**config.mk**
```make
export PLATFORM = sky130hd
export DESIGN_NAME = dcnt_timer
export DESIGN_NICKNAME = d
export VERILOG_FILES = /design/src/rtl/dcnt_timer_pkg.sv /design/src/rtl/dcnt_timer_dp.sv /design/src/rtl/dcnt_timer_regs.sv /design/src/rtl/dcnt_timer.sv
export SDC_FILE = /design/constraint.sdc
export NUM_CORES = 1
export LEC_CHECK = 0
export ABC_AREA = 1
export BUFFER_PORTS_ARGS = -buffer_cell sky130_fd_sc_hd__buf_2
export CAP_MARGIN = 15
export CORE_UTILIZATION = 55
export DETAILED_ROUTE_END_ITERATION = 8
export GPL_TIMING_DRIVEN = 0
export PLACE_DENSITY = 0.81
export SLEW_MARGIN = 20
export SYNTH_ARGS = -nofsm -noshare
export SYNTH_HDL_FRONTEND = slang
export SYNTH_HIERARCHICAL = 1
export SYNTH_SLANG_ARGS = --single-unit
```
**constraint.sdc**
```tcl
create_clock -name clk -period 2.52 [get_ports clk]
set_input_delay 0.126 -clock clk [delete_from_list [all_inputs] [get_ports clk]]
set_output_delay 0.126 -clock clk [all_outputs]
set_load 0.03 [all_outputs]
```
**src/rtl/dcnt_timer_pkg.sv**
```systemverilog
package dcnt_timer_pkg;
  localparam int CNT_W  = 16;
  localparam int DATA_W = 32;
  localparam int ADDR_W = 2;
  localparam int CTRL_W = 5;
  localparam int PRE_W  = 8;

  localparam logic [ADDR_W-1:0] A_LOAD = 2'd0;
  localparam logic [ADDR_W-1:0] A_CNT  = 2'd1;
  localparam logic [ADDR_W-1:0] A_CTRL = 2'd2;
  localparam logic [ADDR_W-1:0] A_CLR  = 2'd3;

  typedef struct packed {
    logic       loadWr;
    logic       run;
    logic       oneShot;
    logic [1:0] preSel;
  } tmrStrobe_t;
endpackage

```
**src/rtl/dcnt_timer_dp.sv**
```systemverilog
module dcnt_timer_dp
  import dcnt_timer_pkg::*;
(
  input  logic             clk,
  input  logic             rstN,
  input  logic             tickEn,
  input  tmrStrobe_t       strb,
  input  logic [CNT_W-1:0] loadVal,
  output logic [CNT_W-1:0] cnt,
  output logic             expire
);
  logic [PRE_W-1:0] preCnt;
  logic [PRE_W-1:0] preLim;
  logic             halted;
  logic             active;
  logic             preHit;

  always_comb begin
    case (strb.preSel)
      2'b01:   preLim = PRE_W'(15);
      2'b10:   preLim = PRE_W'(255);
      default: preLim = '0;
    endcase
  end

  assign active = strb.run && !halted;
  assign preHit = preCnt >= preLim;
  assign expire = !strb.loadWr && active && tickEn && preHit && (cnt == '0);

  always_ff @(posedge clk) begin
    if (!rstN) begin
      cnt    <= '1;
      preCnt <= '0;
      halted <= 1'b0;
    end else if (strb.loadWr) begin
      cnt    <= loadVal;
      preCnt <= '0;
      halted <= 1'b0;
    end else if (active && tickEn) begin
      if (preHit) begin
        preCnt <= '0;
        if (cnt == '0) begin
          if (strb.oneShot) halted <= 1'b1;
          else              cnt    <= loadVal;
        end else begin
          cnt <= cnt - 1'b1;
        end
      end else begin
        preCnt <= preCnt + 1'b1;
      end
    end
  end


  value_hold_chk: assert property (@(posedge clk) disable iff (!rstN)
    (!strb.run && !strb.loadWr) |=> $stable(cnt));

  load_take_chk: assert property (@(posedge clk) disable iff (!rstN)
    strb.loadWr |=> (cnt == $past(loadVal)));

  reload_chk: assert property (@(posedge clk) disable iff (!rstN)
    (expire && !strb.oneShot) |=> (cnt == $past(loadVal)));

  oneshot_stop_chk: assert property (@(posedge clk) disable iff (!rstN)
    (expire && strb.oneShot) |=> (cnt == '0));
endmodule

```
**src/rtl/dcnt_timer_regs.sv**
```systemverilog
module dcnt_timer_regs
  import dcnt_timer_pkg::*;
(
  input  logic              clk,
  input  logic              rstN,
  input  logic              wrEn,
  input  logic [ADDR_W-1:0] addr,
  input  logic [DATA_W-1:0] wrData,
  input  logic              expire,
  input  logic [CNT_W-1:0]  cnt,
  output tmrStrobe_t        strb,
  output logic [CNT_W-1:0]  loadVal,
  output logic [DATA_W-1:0] rdData,
  output logic              irqOut
);
  logic [CNT_W-1:0]  loadReg;
  logic [CTRL_W-1:0] ctrlReg;
  logic              irqFlag;
  logic              loadWr;
  logic              clrWr;

  assign loadWr = wrEn && (addr == A_LOAD);
  assign clrWr  = wrEn && (addr == A_CLR);

  assign strb.loadWr  = loadWr;
  assign strb.run     = ctrlReg[0];
  assign strb.oneShot = ctrlReg[1];
  assign strb.preSel  = ctrlReg[3:2];
  assign loadVal      = loadWr ? wrData[CNT_W-1:0] : loadReg;
  assign irqOut       = irqFlag && ctrlReg[4];

  always_ff @(posedge clk) begin
    if (!rstN) begin
      loadReg <= '1;
      ctrlReg <= '0;
      irqFlag <= 1'b0;
    end else begin
      if (loadWr) loadReg <= wrData[CNT_W-1:0];
      if (wrEn && (addr == A_CTRL)) ctrlReg <= wrData[CTRL_W-1:0];
      if (expire)     irqFlag <= 1'b1;
      else if (clrWr) irqFlag <= 1'b0;
    end
  end

  always_comb begin
    case (addr)
      A_LOAD:  rdData = DATA_W'(loadReg);
      A_CNT:   rdData = DATA_W'(cnt);
      A_CTRL:  rdData = DATA_W'(ctrlReg);
      default: rdData = '0;
    endcase
  end


  flag_set_chk: assert property (@(posedge clk) disable iff (!rstN)
    expire |=> irqFlag);

  flag_clear_chk: assert property (@(posedge clk) disable iff (!rstN)
    (clrWr && !expire) |=> !irqFlag);

  flag_keep_chk: assert property (@(posedge clk) disable iff (!rstN)
    (irqFlag && !clrWr) |=> irqFlag);
endmodule

```
**src/rtl/dcnt_timer.sv**
```systemverilog
module dcnt_timer
  import dcnt_timer_pkg::*;
(
  input  logic              clk,
  input  logic              rstN,
  input  logic              tickEn,
  input  logic              wrEn,
  input  logic [ADDR_W-1:0] addr,
  input  logic [DATA_W-1:0] wrData,
  output logic [DATA_W-1:0] rdData,
  output logic              irqOut
);
  tmrStrobe_t       strb;
  logic [CNT_W-1:0] loadVal;
  logic [CNT_W-1:0] cnt;
  logic             expire;

  dcnt_timer_regs u_regs (
    .clk(clk), .rstN(rstN), .wrEn(wrEn), .addr(addr), .wrData(wrData),
    .expire(expire), .cnt(cnt), .strb(strb), .loadVal(loadVal),
    .rdData(rdData), .irqOut(irqOut)
  );

  dcnt_timer_dp u_dp (
    .clk(clk), .rstN(rstN), .tickEn(tickEn), .strb(strb),
    .loadVal(loadVal), .cnt(cnt), .expire(expire)
  );
endmodule

```
; ---- Yosys cells after proc, flatten, opt, wreduce, memory -nomap -nowiden
; Cells that the tools add are included.
[word_totals]
register_bits = 47
input_bits = 38
output_inout_bits = 33
[op_classes]
addsub = 2
magnitude_cmp = 1
n_eq_ne = 6
mux = 11
n_bitwise = 1
reduce_logical = 20
[ops]
columns = op, count
row1 = two-way mux 16 bit, 6
row2 = one-hot mux 16 bit (3 select lines), 1
row3 = zero test 16 bit, 1
row4 = one-hot mux 8 bit (2 select lines), 1
row5 = subtractor 16 x 1 -> 16 bit (second input constant), 1
row6 = logical AND 1 bit, 10
row7 = adder 8 x 1 -> 8 bit (second input constant), 1
row8 = greater-or-equal comparator 8 bit, 1
row9 = two-way mux 8 bit, 1
row10 = equality test 2 bit (second input constant), 3
row11 = nonzero test 2 bit, 3
row12 = equality test 2 x 1 -> 1 bit (second input constant), 2
row13 = AND reduction 4 bit, 1
row14 = inequality test 3 bit (second input constant), 1
row15 = AND reduction 3 bit, 1
row16 = zero test 1 bit, 2
row17 = zero test 2 bit, 1
row18 = two-way mux 1 bit, 2
row19 = OR reduction 2 bit, 1
row20 = inverter 1 bit, 1

; ---- Longest topological paths before layout
; Gate-level depths: netlist of run 1.
[logic_depth]
word_depth = 8
ltp_mapped = 16

; ---- Hierarchy
; Netlist of run 1, hierarchy kept.
[by_module_without_submodules]
columns = module, n_inst, cells_each, area_each_um2, seq_area_each_um2
row1 = dcnt_timer_dp, 1, 302, 1835.5, 500.5
row2 = dcnt_timer_regs, 1, 209, 1346.3, 440.4

; ---- Least setup slack after synthesis of run 1
; OpenSTA, ideal clock, no wires.
[synth_timing]
kind = flip-flop to flip-flop
startpoint = register u_regs.ctrlReg[2]
endpoint = register u_dp.cnt[2]
setup_ns = 0.134
arrival_time_ns = 1.798
slack_ns = 0.588
path_stages_with_launch = 16
period_less_slack_ns = 1.932
cell_sequence = dfxtp_1 > buf_4 > inv_1 > ha_1 > ha_1 > nand2_1 > nand2_1 > nand2_1 > nand2_1 > nand2_1 > nand3_1 > nand3_2 > inv_2 > buf_6 > nand2_1 > nand3_1
[synth_between]
elab_chain_cells = 5
[synth_lines]
columns = element, line_no
row1 = start: declaration, dcnt_timer_regs.sv:17  ; logic [CTRL_W-1:0] ctrlReg;
row2 = start signal: assignment, dcnt_timer_regs.sv:39  ; if (wrEn && (addr == A_CTRL)) ctrlReg <= wrData[CTRL_W-1:0];
row3 = equality test 2 bit or equality test 2 x 1 -> 1 bit (tied branches), dcnt_timer_dp.sv:19  ; case (strb.preSel)
row4 = one-hot mux 8 bit (2 select lines) (*), dcnt_timer_dp.sv:19
row5 = greater-or-equal comparator 8 bit (*), dcnt_timer_dp.sv:27  ; assign preHit = preCnt >= preLim;
row6 = nonzero test 2 bit (no line) (*), n/a
row7 = AND reduction 3 bit (no line) (*), n/a
row8 = end signal: assignment, dcnt_timer_dp.sv:36  ; cnt <= loadVal;
row9 = end signal: assignment, dcnt_timer_dp.sv:44  ; else cnt <= loadVal;
row10 = end signal: assignment, dcnt_timer_dp.sv:46  ; cnt <= cnt - 1'b1;
row11 = end: declaration, dcnt_timer_dp.sv:9  ; output logic [CNT_W-1:0] cnt,
; Every way passes the cells marked *; elsewhere a longest branch is shown, timed or not.
; A chain may end at the register's enable or synchronous reset.

; ---- Worst setup path in the final report of run 1
; Ends and elaborated chain as after synthesis.

==> metrics.md, run 1 <==
| Metric | Value |
|---|---|
| Number of synthesized flops with an enable pin | 0 |
| Peak supply drop | 0.281 mV |
| Synth area leader | dfxtp_1 |
| Initial antenna violation count | 0 |
| # rows | 27 |
| Worst Path Required | 2670 ps |
| Asr flop ratio synth | 0 |
| Initial DRC Count | 160 |
| Post-route insts no fill | 641 |
| Area delta synth->final | 12.8% |
| Routed WL per cell | about 12 um |
| RSZ-0062 raised after global routing | false |
| Reg2reg path depth | 14 |
| Vias in the first global route | 2962 |
| Cell area after synthesis | 0.00318 mm2 |
| Share of cells above drive strength 1 | 0.181 |
| Commonest cells in the netlist | nand2_1 (210), nand3_1 (62), dfxtp_1 (47) |
| CP endpoint kind | flip-flop |
| Placed cells | around 640 |
| Initial core utilization | 0.574 |
| Top post-synthesis cells by area | dfxtp_1 (30%), nand2_1 (25%), nand3_1 (9.8%), buf_4 (5.7%), nor2_1 (5.3%) |
| Endpoints failing setup | 0 |
| First-pass GRT wire length | 13400 um |
| # nets final | around 600 |
| Worst hold path stage count | 3 |
| Die H | 78.1 um |
| Final Skew | between 10 and 15 ps |
| Final min period | 2280 ps |
| Final WL | between 7000 and 8000 um |
| Worst setup SP type | flip-flop |
| IO Port Bufs | 37 |
| CP startpoint | u_regs/ctrlReg[2] |
| WHS Endpoint | u_regs/ctrlReg[2] |
| Antenna cell count | 0 |
| Largest net degree at the start of global routing | 14 |
| Placer Congestion | 0.909 |
| Status | completed |
| GRT Overall Usage | 0.272 |
| Endpoints failing hold | 0 |
| Die W | 78.1 um |
| Grt ovf | 0 |
| Maximum clock insertion buffer count | 2 |
| Syn_area_per_cell | between 6 and 7 um2 |
| F_max | 0.438 GHz |
| Top_reg_cell synth | dfxtp_1 |
| Final setup margin | 239 ps |
| Critical path class | flip-flop to flip-flop |
| Drt pass-1 iters | 5 |
| Die ar. | 0.00609 mm2 |
| Num CTS Buffers | 5 |
| Dpl hpwl | 5900 um |
| Arrival @ worst endpoint | 2430 ps |
| Clk sinks | 47 |
| Setup TNS Final | 0 ps |
| Worst flop-to-flop path endpoint | u_dp/cnt[2] |
| Setup Buffers After CTS | 0 |
| Slew HR | 0.642 |
| Max cap viols | 0 |
| Worst hold path type | input port to flip-flop |
| Vias per inst | 5.04 |
| Clock H-tree levels | 2 |
| Critical R2R Launch | u_regs/ctrlReg[2] |
| Pre-CTS WS | 265 ps |
| Worst-Margin Slew | 538 ps |
| DRC errors left | 0 |
| Dominant cell by count in the synthesized netlist | nand2_1 |
| Crit-path max FO | 10 |
| Clk slew on worst S/H paths | roughly 90 ps |
| Clock root buffer | clkbuf_8 |
| Post-synthesis sequential area ratio | 0.296 |
| Final Cycle Share | 0.905 |
| Number of I/O pins | 71 |
| Post-Syn Instances | a little over 500 |
| Worst-Skew Late Latency | 300 ps |
| Max-slew violations | 0 |
| Total number of vias | approximately 3200 |
| Static Leak | 1.88 nW |
| Post-CTS resize count | 0 |
| Seq cells post-synth | 47 |
| CTS tree | built |
| Core region area | 0.00554 mm2 |
| Synth Warn # | 6 |
| Cell Pwr Density | 470 mW/mm2 |
| Yosys top cell area share | 0.296 |
| Post-route ant nets | 0 |
| Hold path startpoint | wrData[2] |
| Hold_buf cts | 0 |
| R2R setup slack | 240 ps |
| Yosys cell types | 28 |
## power breakdown
part	internal (mW)	switching, mW
combinational	0.147	0.276
sequential	0.780	0.0457
clock	0.185	0.253
## state kept, by name, summed over array words and instances, names as in the netlist
name	count
u_dp/cnt	16
u_regs/loadReg	16
u_dp/preCnt	8
u_regs/ctrlReg	5
u_dp/halted	1
u_regs/irqFlag	1
## area by class of cell
class | count | area, um2
timing repair buffer | 37 | 185
sequential | 47 | 941
clock inverter | 1 | 7.51
buffer | 37 | 265
multi-input combinational | 404 | 1890
tap | 72 | 90.1
fill | 559 | 1950
clock buffer | 5 | 68.8
inverter | 38 | 143
## stage by stage
stage / hold slack, ps / util / power (mW) / instance area [um2]
floorplan: 246 / - / 1.15 / 3240
global route: 92.3 / 0.648 / 1.78 / 3590
global placement: 367 / 0.634 / 1.25 / 3510
finish: 66.9 / 0.648 / 1.69 / 3590
CTS: 59.4 / 0.648 / 1.70 / 3590
detailed placement: 372 / 0.634 / 1.26 / 3510
## cell usage in the layout (no fill, tap or decap)
cell and n:
a21boi_0 2, a21o_1 1, a21oi_1 3, buf_2 42, buf_4 24, buf_6 4
clkbuf_1 4, clkbuf_8 5, clkinvlp_4 1, conb_1 16, dfxtp_1 47, ha_1 9
inv_1 36, inv_2 2, nand2_1 210, nand2_2 12, nand2_4 1, nand3_1 62
nand3_2 3, nand3b_1 6, nand4_1 1, nor2_1 45, nor2_2 5, nor2_4 4
nor3_1 5, nor4_1 2, o21ai_0 2, o21ai_1 3, xnor2_1 3, xor2_1 9
## worst max path at each step
stage / cells after the start / end
after floorplan: 15 / u_dp/cnt[2]
after detailed placement: 14 / u_dp/cnt[2]
after global placement: 14 / u_dp/cnt[3]
after global routing: 14 / u_regs/irqFlag
final: 14 / u_dp/cnt[2]
after CTS: 14 / u_dp/cnt[2]
## metal layers
metal,vias up,share of wire,track usage
li1,1664,-,-
met5,-,0,0
met1,1440,0.46,0.374
met4,0,0.0071,0.0648
met2,118,0.47,0.453
met3,6,0.063,0.0349
## critical path: stages, from the launching register on
cell and delay (ps):
dfxtp_1 390, buf_4 130, inv_1 30, ha_1 330, ha_1 310, nand2_1 50
nand2_1 60, nand2_1 50, nand2_1 50, nand2_1 60, nand3_1 80, nand3_2 170
buf_2 260, nand2_1 90, nand3_1 90
## cells by family (layout without fill, tap and decap cells)
logic type	after synthesis	after routing	share of synthesized area
xor+xnor	12	12	0.0330
simple gates	356	356	0.487
flops	47	47	0.296
other cells	1	16	0.00118
compound gates	11	11	0.0197
buf+inv	75	118	0.128
fa+ha+maj	9	9	0.0354
No activity file was read; power rests on OpenSTA's default activity.
==> run 2, diff against run 1 <==
--- a/config.mk
+++ b/config.mk
@@ -8,10 +8,11 @@
 export ABC_AREA = 1
 export BUFFER_PORTS_ARGS = -buffer_cell sky130_fd_sc_hd__buf_2
 export CAP_MARGIN = 15
-export CORE_UTILIZATION = 55
+export CORE_UTILIZATION = 56
+export CTS_BUF_LIST = sky130_fd_sc_hd__clkbuf_8
 export DETAILED_ROUTE_END_ITERATION = 8
 export GPL_TIMING_DRIVEN = 0
-export PLACE_DENSITY = 0.81
+export PLACE_DENSITY = 0.82
 export SLEW_MARGIN = 20
 export SYNTH_ARGS = -nofsm -noshare
 export SYNTH_HDL_FRONTEND = slang
==> metrics.md, run 2 (synthesis results as in run 1) <==
| Metric | Value |
|---|---|
| Status | completed |
| Worst-Skew Late Latency | 310 ps (about the same) |
| Die H | 77.4 um (-0.88%) |
| Vias per inst | 5.10 (+1.3%) |
| Worst Path Required | 2690 ps (+20 ps) |
| Area delta synth->final | 13.4% |
| Endpoints failing hold | 0 (unchanged) |
| Setup Buffers After CTS | 0 (unchanged) |
| Num CTS Buffers | 5 (unchanged) |
| Arrival @ worst endpoint | 2440 ps (about the same) |
| Dpl hpwl | 5860 um (-0.72%) |
| Share of cells above drive strength 1 | 0.182 (+0.00112) |
| RSZ-0062 raised after global routing | false |
| Static Leak | 1.90 nW (+0.88%) |
| Setup TNS Final | 0 ps (unchanged) |
| Logic gate share of total power | 0.245 (-0.006) |
| Reg power frac | 0.474 (-0.016) |
| GRT Overall Usage | 0.273 (+0.000474) |
| Clock power frac | 0.282 (+0.022) |
| Clk slew on worst S/H paths | 90 ps (about the same) |
| Post-route ant nets | 0 (unchanged) |
| Peak supply drop | 0.380 mV (+35%) |
| Final min period | 2270 ps (-6.37 ps) |
| Worst-Margin Slew | 523 ps (-14.4 ps) |
| Commonest non-fill, non-tap cell in the layout | nand2_1 |
| Switching pwr | 594 uW (+3.3%) |
| Clock root buffer | clkbuf_8 |
| Vias in the first global route | 2948 (-0.47%) |
| Die W | 77.4 um (-0.88%) |
| Number of I/O pins | 71 (unchanged) |
| Total number of vias | 3279 (+1.6%) |
| Drt pass-1 iters | 5 (unchanged) |
| Minimum hold slack | 66.0 ps (-0.864 ps) |
| Placer Congestion | 0.887 (-2.4%) |
| Max cap viols | 0 (unchanged) |
| Grt ovf | 0 (unchanged) |
| Maximum clock insertion buffer count | 2 (unchanged) |
| Most frequent cells in the layout | nand2_1 (210), nand3_1 (62), dfxtp_1 (47), nor2_1 (45), buf_2 (42) |
| Post-CTS resize count | 0 (unchanged) |
| Worst hold path type | input port to flip-flop |
| Initial DRC Count | 223 (+39%) |
| Slew HR | 0.651 (+0.00959) |
| Antenna cell count | 0 (unchanged) |
| # nets final | 617 (unchanged) |
| Hold_buf cts | 0 (unchanged) |
| Crit-path max FO | 10 (unchanged) |
| Initial antenna violation count | 0 (unchanged) |
| Endpoints failing setup | 0 (unchanged) |
| Internal power | 1.15 mW (+3.3%) |
| Worst setup SP type | flip-flop |
| DRC errors left | 0 (unchanged) |
| Critical path class | flip-flop to flip-flop |
| CP endpoint kind | flip-flop |
| Largest regs | u_dp/cnt (16), u_regs/loadReg (16), u_dp/preCnt (8) |
| Clk sinks | 47 (unchanged) |
| IO Port Bufs | 37 (unchanged) |
| F_max | 0.440 GHz (+0.28%) |
| Max-slew violations | 0 (unchanged) |
| Final WL | 7820 um (+2.4%) |
| First-pass GRT wire length | 13100 um (-2.4%) |
| Clock H-tree levels | 2 (unchanged) |
| Routed WL per cell | 12.2 um (+2.0%) |
| # rows | 27 (unchanged) |
| CTS tree | built |
| Sw Share | 0.341 (about the same) |
| Initial core utilization | 0.578 (+0.00352) |
| Largest net degree at the start of global routing | 15 (+1) |
| Core region area | 0.00551 mm2 (-0.61%) |
| Final Cycle Share | 0.902 (-0.00253) |
| Cell Pwr Density | 483 mW/mm2 (+2.8%) |
| Die ar. | 0.00599 mm2 (-1.7%) |
| Final Skew | 13.5 ps (+3.33 ps) |
==> run 2: cell count changes in the layout (fill, tap and decap cells not counted) <==
cell / delta
clkinv_4: +1
clkbuf_8: +1
clkinvlp_4: -1
inv_1: +1
==> run 2: critical path: stages (launching register included) <==
cell     delay (ps)
dfxtp_1         380
buf_4           120
inv_1            40
ha_1            340
ha_1            310
nand2_1          50
nand2_1          60
nand2_1          50
nand2_1          50
nand2_1          60
nand3_1          80
nand3_2         180
buf_2           260
nand2_1          90
nand3_1          80
==> run 2: final cells by class <==
class | count | area, um2
Inverter | 38 | 143
Clock inverter | 2 | 12.5
Fill cell | 530 | 1900
Timing Repair Buffer | 37 | 185
Sequential cell | 47 | 941
Multi-Input combinational cell | 404 | 1890
Clock buffer | 6 | 82.6
Tap cell | 72 | 90.1
Buffer | 37 | 265
==> run 2: per-stage QoR <==
| step | setup slack [ps] | instances | power [mW] | util | cell area, um2 |
|---|---|---|---|---|---|
| 2_1_floorplan | 588 | 526 | 1.15 | - | 3240 |
| 3_3_place_gp | 345 | 635 | 1.25 | 0.638 | 3510 |
| 3_5_place_dp | 278 | 635 | 1.26 | 0.638 | 3510 |
| 4_1_cts | 233 | 643 | 1.74 | 0.655 | 3610 |
| 5_1_grt | 40.3 | 643 | 1.82 | 0.655 | 3610 |
| 6_report | 246 | 643 | 1.74 | 0.655 | 3610 |
==> run 2: power groups by stage <==
stage / sequential [mW] / clock (mW) / combinational (mW)
after floorplan: 0.829 / 0 / 0.325
after global placement: 0.841 / 0 / 0.411
after detailed placement: 0.841 / 0 / 0.420
after CTS: 0.824 / 0.497 / 0.423
after global routing: 0.831 / 0.518 / 0.472
final: 0.825 / 0.491 / 0.426
==> run 2: final timing paths <==
| check | startpoint | endpoint | slack [ps] | cells after the start |
|---|---|---|---|---|
| hold / removal | wrData[2] | u_regs/ctrlReg[2] | 70 | 3 |
| hold reg to reg | u_dp/halted | u_dp/halted | 480 | 2 |
| setup / recovery | u_regs/ctrlReg[2] | u_dp/cnt[1] | 250 | 14 |
| setup reg to reg | u_regs/ctrlReg[2] | u_dp/cnt[1] | 250 | 14 |
==> run 2: layer usage <==
metal	track usage	vias to the layer above	part of all wire
li1	-	1674	-
met1	0.346	1462	0.45
met2	0.466	128	0.47
met3	0.0482	15	0.073
met4	0.0887	0	0.014
met5	0	-	0
==> run 3, diff against run 2 <==
--- a/config.mk
+++ b/config.mk
@@ -8,11 +8,10 @@
 export ABC_AREA = 1
 export BUFFER_PORTS_ARGS = -buffer_cell sky130_fd_sc_hd__buf_2
 export CAP_MARGIN = 15
-export CORE_UTILIZATION = 56
+export CORE_UTILIZATION = 30
 export CTS_BUF_LIST = sky130_fd_sc_hd__clkbuf_8
 export DETAILED_ROUTE_END_ITERATION = 8
 export GPL_TIMING_DRIVEN = 0
-export PLACE_DENSITY = 0.82
 export SLEW_MARGIN = 20
 export SYNTH_ARGS = -nofsm -noshare
 export SYNTH_HDL_FRONTEND = slang
==> metrics.md, run 3 (synthesis results as in run 1) <==
| Metric | Value |
|---|---|
| Dpl hpwl | 6390 um (+9.1%) |
| GRT Overall Usage | 0.155 (-0.118) |
| Initial antenna violation count | 0 (unchanged) |
| Endpoints failing hold | 0 (unchanged) |
| Clock root buffer | clkbuf_8 |
| Initial DRC Count | 207 (-7.2%) |
| Status | completed |
| Final Skew | 11.9 ps (-1.66 ps) |
| Pre-CTS WS | 339 ps (+61.2 ps) |
| Minimum hold slack | 63.8 ps (-2.17 ps) |
| Post-route insts no fill | 705 (+9.6%) |
| Slowest-stage cell, CP | dfxtp_1 |
| Clk sinks | 47 (unchanged) |
| Vias per inst | 4.46 (-12%) |
| Worst setup SP type | flip-flop |
| Most frequent cells in the layout | nand2_1 (210), nand3_1 (62), dfxtp_1 (47), nor2_1 (45), buf_2 (42) |
| IO Port Bufs | 37 (unchanged) |
| Endpoints failing setup | 0 (unchanged) |
| Static Leak | 1.88 nW (-0.87%) |
| Final Cycle Share | 0.869 (-0.0336) |
| DRC errors left | 0 (unchanged) |
| Critical path class | flip-flop to flip-flop |
| Worst hold path type | input port to flip-flop |
| Post-CTS resize count | 0 (unchanged) |
| Max-slew violations | 0 (unchanged) |
| Crit path cell chain | buf_4 > inv_1 > ha_1 > ha_1 > nand2_1 > nand2_1 > nand2_1 > nand2_1 > nand2_1 > nand3_1 > nand3_2 > buf_2 > nand2_1 > nand3_1 |
| Die ar. | 0.0110 mm2 (+84%) |
| Crit-path max FO | 10 (unchanged) |
| Maximum clock insertion buffer count | 2 (unchanged) |
| First-pass GRT wire length | 13600 um (+4.3%) |
| # rows | 37 (+37%) |
| Max cap viols | 0 (unchanged) |
| Cell Pwr Density | 463 mW/mm2 (-4.0%) |
| Drt pass-1 iters | 5 (unchanged) |
| Area delta synth->final | 15.3% |
| Hold_buf cts | 0 (unchanged) |
| Arrival @ worst endpoint | 2350 ps (-90 ps) |
| Post-route ant nets | 0 (unchanged) |
| Vias in the first global route | 2881 (-2.3%) |
| Slew HR | 0.612 (-0.0394) |
| RSZ-0062 raised after global routing | false |
| CP dominant cell by count | nand2_1 |
| Setup Buffers After CTS | 0 (unchanged) |
| Number of I/O pins | 71 (unchanged) |
| F_max | 0.457 GHz (+3.9%) |
| Worst Path Required | 2680 ps (about the same) |
| Routed WL per cell | 11.7 um (-3.8%) |
| Clk slew on worst S/H paths | 90 ps (about the same) |
| Initial core utilization | 0.308 (-0.270) |
| # nets final | 617 (unchanged) |
| Setup TNS Final | 0 ps (unchanged) |
| Core region area | 0.0103 mm2 (+87%) |
| Clock H-tree levels | 2 (unchanged) |
| Commonest non-fill, non-tap cell in the layout | nand2_1 |
| Worst-Margin Slew | 582 ps (+59.1 ps) |
| Placed cells | 699 (+10%) |
| Worst-Skew Late Latency | 310 ps (about the same) |
| R2R setup slack | 330 ps (+80 ps) |
| Final min period | 2190 ps (-84.7 ps) |
| Placer Congestion | 0.869 (-2.0%) |
| CP endpoint kind | flip-flop |
| Largest net degree at the start of global routing | 14 (-1) |
| Final setup margin | 330 ps (+84.7 ps) |
| Final WL | 8250 um (+5.5%) |
| Grt ovf | 0 (unchanged) |
| Largest regs | u_dp/cnt (16), u_regs/loadReg (16), u_dp/preCnt (8) |
| Share of cells above drive strength 1 | 0.181 (-0.00112) |
| Die W | 105 um (+36%) |
| Largest stage delay, worst path | 370 ps (about the same) |
| Peak supply drop | 0.203 mV (-46%) |
| CTS tree | built |
| Die H | 105 um (+36%) |
| Antenna cell count | 0 (unchanged) |
| Total number of vias | 3147 (-4.0%) |
| Num CTS Buffers | 5 (unchanged) |
run 3: changes by cell type in the layout (fill, tap and decap cells not counted):
| cell | delta |
|---|---|
| inv_1 | -1 |
| clkinv_4 | -1 |
| clkinvlp_4 | +1 |
| clkbuf_8 | -1 |
run 3: area by class of cell:
class                           instances  area [um2]
Multi-Input combinational cell        404        1890
Tap cell                              136         170
Clock buffer                            5        68.8
Timing Repair Buffer                   37         185
Fill cell                            1137        6650
Sequential cell                        47         941
Clock inverter                          1        7.51
Inverter                               38         143
Buffer                                 37         265
run 3: where the power goes:
group	internal, mW	leakage, nW	total [mW]	switching [mW]
Clock	0.185	0.0361	0.451	0.266
Sequential	0.780	0.384	0.825	0.0444
Combinational	0.146	1.46	0.425	0.279
run 3: critical path: cells and delay by family, from the launching register on:
| family | cells | cell delay (ps) |
|---|---|---|
| adders and majority gates | 2 | 620 |
| DFF | 1 | 370 |
| and+or+nand+nor | 9 | 650 |
| buffers and inverters | 3 | 400 |
run 3: worst paths after layout:
check,startpoint,end,depth (start not counted)
worst max-delay path,u_regs/ctrlReg[2],u_dp/cnt[8],14
worst min register to register,u_dp/halted,u_dp/halted,2
worst max register to register,u_regs/ctrlReg[2],u_dp/cnt[8],14
worst min-delay path,wrData[0],u_regs/ctrlReg[0],3
run 3: metal layers:
layer / up-vias / global-route usage / wire length, um
met5: - / 0 / 0
met4: 0 / 0.0573 / 93
met3: 7 / 0.0206 / 433
met2: 77 / 0.255 / 3880
met1: 1393 / 0.206 / 3850
li1: 1670 / - / -
run 3: per-stage QoR:
| step | cell area [um2] | util | power [mW] |
|---|---|---|---|
| after floorplan | 3240 | - | 1.15 |
| after global placement | 3590 | 0.348 | 1.26 |
| after detailed placement | 3590 | 0.348 | 1.27 |
| after CTS | 3670 | 0.355 | 1.72 |
| after global routing | 3670 | 0.355 | 1.80 |
| final | 3670 | 0.355 | 1.70 |
